### src/rtl/barrier_pkg.sv
package barrier_pkg;

    localparam int unsigned CORES = 16;

    typedef logic [CORES-1:0] core_vec_t;

    typedef struct packed {
        core_vec_t phase;
    } arrive_state_t;

    typedef struct packed {
        logic      gphase;
        core_vec_t done;
    } release_state_t;

    // Participation mask with every core below `first` forced out.
    function automatic core_vec_t eligible(core_vec_t mask, int unsigned first);
        core_vec_t m;
        m = mask;
        for (int unsigned i = 0; i < CORES; i++) begin
            if (i < first) m[i] = 1'b0;
        end
        return m;
    endfunction

endpackage

### src/rtl/barrier_arrival.sv
module barrier_arrival
    import barrier_pkg::*;
#(
    parameter core_vec_t ENABLE = '0
) (
    input  logic      clk,
    input  logic      rst,
    input  core_vec_t req_i,
    input  logic      gphase_i,
    output core_vec_t arrived_o
);

    arrive_state_t st_q, st_d;
    core_vec_t     phase_nxt;

    // One phase bit per core; a request is accepted only while the core's
    // phase still matches the global phase, i.e. it has not yet arrived.
    for (genvar i = 0; i < CORES; i++) begin : g_core
        if (ENABLE[i]) begin : g_on
            assign phase_nxt[i] = (req_i[i] && (st_q.phase[i] == gphase_i))
                                  ? ~st_q.phase[i] : st_q.phase[i];
            assign arrived_o[i] = st_q.phase[i] ^ gphase_i;
        end else begin : g_off
            assign phase_nxt[i] = 1'b0;
            assign arrived_o[i] = 1'b0;
        end
    end

    always_comb begin
        st_d       = st_q;
        st_d.phase = phase_nxt;
    end

    always_ff @(posedge clk) begin
        if (rst) st_q <= '0;
        else     st_q <= st_d;
    end

endmodule

### src/rtl/barrier_release.sv
module barrier_release
    import barrier_pkg::*;
#(
    parameter core_vec_t ENABLE = '0
) (
    input  logic      clk,
    input  logic      rst,
    input  core_vec_t arrived_i,
    output logic      gphase_o,
    output core_vec_t done_o
);

    release_state_t st_q, st_d;
    logic           all_in;

    always_comb begin
        all_in      = ((arrived_i & ENABLE) == ENABLE);
        st_d        = st_q;
        st_d.done   = all_in ? ENABLE : '0;
        st_d.gphase = all_in ? ~st_q.gphase : st_q.gphase;
    end

    always_ff @(posedge clk) begin
        if (rst) st_q <= '0;
        else     st_q <= st_d;
    end

    assign gphase_o = st_q.gphase;
    assign done_o   = st_q.done;

endmodule

### src/rtl/barrier_sync.sv
module barrier_sync
    import barrier_pkg::*;
#(
    parameter core_vec_t   PART_MASK  = 16'hFFFC,
    parameter int unsigned FIRST_CORE = 2
) (
    input  logic             clk,
    input  logic             rst,
    input  logic [CORES-1:0] req_i,
    output logic [CORES-1:0] done_o
);

    localparam core_vec_t ENABLE = eligible(PART_MASK, FIRST_CORE);

    core_vec_t arrived;
    logic      gphase;

    barrier_arrival #(.ENABLE(ENABLE)) u_arrival (
        .clk      (clk),
        .rst      (rst),
        .req_i    (req_i),
        .gphase_i (gphase),
        .arrived_o(arrived)
    );

    barrier_release #(.ENABLE(ENABLE)) u_release (
        .clk      (clk),
        .rst      (rst),
        .arrived_i(arrived),
        .gphase_o (gphase),
        .done_o   (done_o)
    );

endmodule

### config.mk
export PLATFORM = sky130hd
export DESIGN_NAME = barrier_sync
export DESIGN_NICKNAME = d
export VERILOG_FILES = /design/src/rtl/barrier_pkg.sv /design/src/rtl/barrier_arrival.sv /design/src/rtl/barrier_release.sv /design/src/rtl/barrier_sync.sv
export SDC_FILE = /design/constraint.sdc
export NUM_CORES = 1
export LEC_CHECK = 0
export ABC_AREA = 1
export BUFFER_PORTS_ARGS = -buffer_cell sky130_fd_sc_hd__buf_2
export CORE_MARGIN = 2
export CORE_UTILIZATION = 23
export CTS_BUF_LIST = sky130_fd_sc_hd__clkbuf_2 sky130_fd_sc_hd__clkbuf_4 sky130_fd_sc_hd__clkbuf_8
export DETAILED_ROUTE_END_ITERATION = 10
export MAX_ROUTING_LAYER = met4
export SKIP_LAST_GASP = 1
export SYNTH_ARGS = -nofsm -noshare
export SYNTH_HDL_FRONTEND = slang
export SYNTH_SLANG_ARGS = --single-unit
### constraint.sdc
create_clock -name clk -period 2.89 [get_ports clk]
set_input_delay 0.4335 -clock clk [delete_from_list [all_inputs] [get_ports clk]]
set_output_delay 0.4335 -clock clk [all_outputs]
set_load 0.01 [all_outputs]
==> impl_metrics.ini <==
[timing]
setup_ws_ps = 1410
hold_viol = 0
max-slew-margin-rel_pct = 53.5
worst_pin_slew_ps = 696
fin_setup_tns_ps = 0
finalCriticalPeriod_ps = 1480
rsz0062_at_grt = false
period_share_pct = 51.1
drv_slew = 0
setup_viol = 0
finalClockSkew_ps = 6.38
max_freq_mhz = 678

[final_layout]
seq_area_sq_um = 320
fin_util_pct = 28.1
fin_nets = 133
drive_above_1_share_pct = 35.1
antennaDiodeCount = 0
syn2layout_area_growth_pct = 13.9
mostFrequentLayoutCell = buf_2
fillers = 350
multiInputGateArea_sq_um = 308
final_cell_mix = buf_2, dfxtp_1, o21ai_0, a21oi_1, nand2_1

[logic_synthesis]
syn_area_sq_um = 766
syn_inst = 98
synth_cell_types = 18
avgSynthCellArea_sq_um = 7.81
synth_seq_cells = 16
ys_seq_area_share_pct = 41.8
ys.warnings.count = 0

[power_and_ir_drop]
finalPower_mw = 0.422
power.density_nw_per_um2 = 483
ir_drop_mv = 0.232
power.leakage_nw = 0.423

[critical_path]
reg2reg_slack_ps = 1410
cp_slowest_cell = dfxtp_1
path_delay_family = flip-flops
crit_path_end = u_release.gphase_o
path_cells = inv_2, nor3_2, nand2_1, nand2_2, nand3_1, nand2_1, nor2_1
arrival_ps = 1660
worstPathMaxFanout = 19
cp.depth = 7
critPathKind = reg2reg
required_ps = 3070
regToRegStartpoint = u_release.gphase_o
critPathLaunchType = register
rr_worst_depth = 7
reg2reg_to = u_release.gphase_o
end_kind = register
cpPeakStageDelay_ps = 780
critPathBufInv = 1
crit_top_cell = nand2_1
timing.critical_path.from = u_release.gphase_o

[clocking]
numClockSinks = 16
clk_pin_slew_ps = 90
ctsRootBufferMaster = clkbuf_4
cts_buffers = 3
cts_htree_levels = 1
post_cts_resized = 0
clock_latency_ps = 280
cts_setup_buffers = 0
cts_tree = done
hold_buffers = 0
cts_buffer_depth = 2

[place]
portBuffers = 29
pre_cts_ws_ps = 1430
gp_congestion = 0.734
post-dp-hpwl_microns = 1050

[die]
initial_core_util_pct = 24.7
rows = 20
die_h_microns = 61.7
die_x_microns = 61.7
die_area_sq_um = 3810
core_sq_um = 3100
io_pins = 34

[drt]
routed-via-count = 624
drc = 0
drt_wl_total_microns = 1390
post_drt_wl_per_cell_microns = 8.80
antenna_left = 0
drt-initial-drc-count = 5
vias_per_cell = 3.95
first_pass_iters = 3

[global_route]
grt_max_degree = 20
grt_use_total_pct = 7.94
grt_pass1_wl_microns = 2130
grt.overflow.total = 0
antenna_found_initial = 0
grt_pass1_vias = 495

[min_path]
hold_path.class = in2reg

[run]
maxCapViolations = 0

[outcome]
status = completed
-- report_power, final --
group          internal [mW]  switching [mW]  total (mW)  leakage (nW)
clock network         0.0766          0.0656       0.142        0.0210
registers              0.234         0.00991       0.244         0.134
logic                 0.0172          0.0178      0.0350         0.269
-- how the worst min path moves through the flow --
stage	startpoint	endpoint	slack (ps)	cells past startpoint
global placement	u_arrival.st_q[2]	u_arrival.st_q[2]	540	2
global route	rst	u_release.done_o[14]	300	2
detailed placement	u_arrival.st_q[11]	u_arrival.st_q[11]	550	2
CTS	rst	u_release.done_o[14]	290	2
floorplan	rst	u_release.done_o[14]	510	1
finish	rst	u_release.done_o[14]	310	2
-- layer usage --
| layer | vias up | share of wire [%] | track usage (%) |
|---|---|---|---|
| met5 | - | 0 | - |
| met4 | 0 | 0.72 | 4.56 |
| met3 | 2 | 7.8 | 2.69 |
| met2 | 27 | 41 | 10.5 |
| met1 | 257 | 50 | 10.4 |
| li1 | 338 | - | - |
-- cells by family (layout without fill, tap and decap cells) --
kind of cell	after synthesis	count (layout)	share of synthesized area (%)
and+or+nand+nor	32	32	19.8
AOI/OAI and AO/OA	29	29	19.4
buffers and inverters	20	35	18.5
DFF	16	16	41.8
other	1	2	0.490
-- stage by stage --
step | cells | hold slack, ps | instance area [sq um]
6_report | 158 | 308 | 872
5_1_grt | 158 | 301 | 872
4_1_cts | 158 | 291 | 872
3_5_place_dp | 154 | 554 | 836
3_3_place_gp | 154 | 542 | 836
2_1_floorplan | 99 | 505 | 769
-- flip-flops by register name, indices dropped and copies added, names as in the netlist --
register	cells
u_release.gphase_o	1
u_arrival.st_q	14
u_release.done_o	1
-- synthesized netlist by cell type (all sizes together) --
master | n | area share, %
nand3 | 1 | 0.65
conb | 1 | 0.49
inv | 2 | 0.98
nor2 | 11 | 5.4
nand2 | 15 | 8.0
and2 | 1 | 0.82
or2 | 1 | 0.82
o21ai | 14 | 9.2
nand3b | 1 | 1.5
dfxtp | 16 | 42
buf | 18 | 17
nor3 | 2 | 2.6
a21oi | 15 | 10
-- area by class of cell --
cell class / instances / area share, %
Sequential cell: 16 / 36.7
Multi-Input combinational cell: 63 / 35.3
Timing Repair Buffer: 29 / 16.6
Tap cell: 44 / 6.31
Clock buffer: 4 / 4.16
Inverter: 2 / 0.861
No activity file was read; power rests on OpenSTA's default activity.
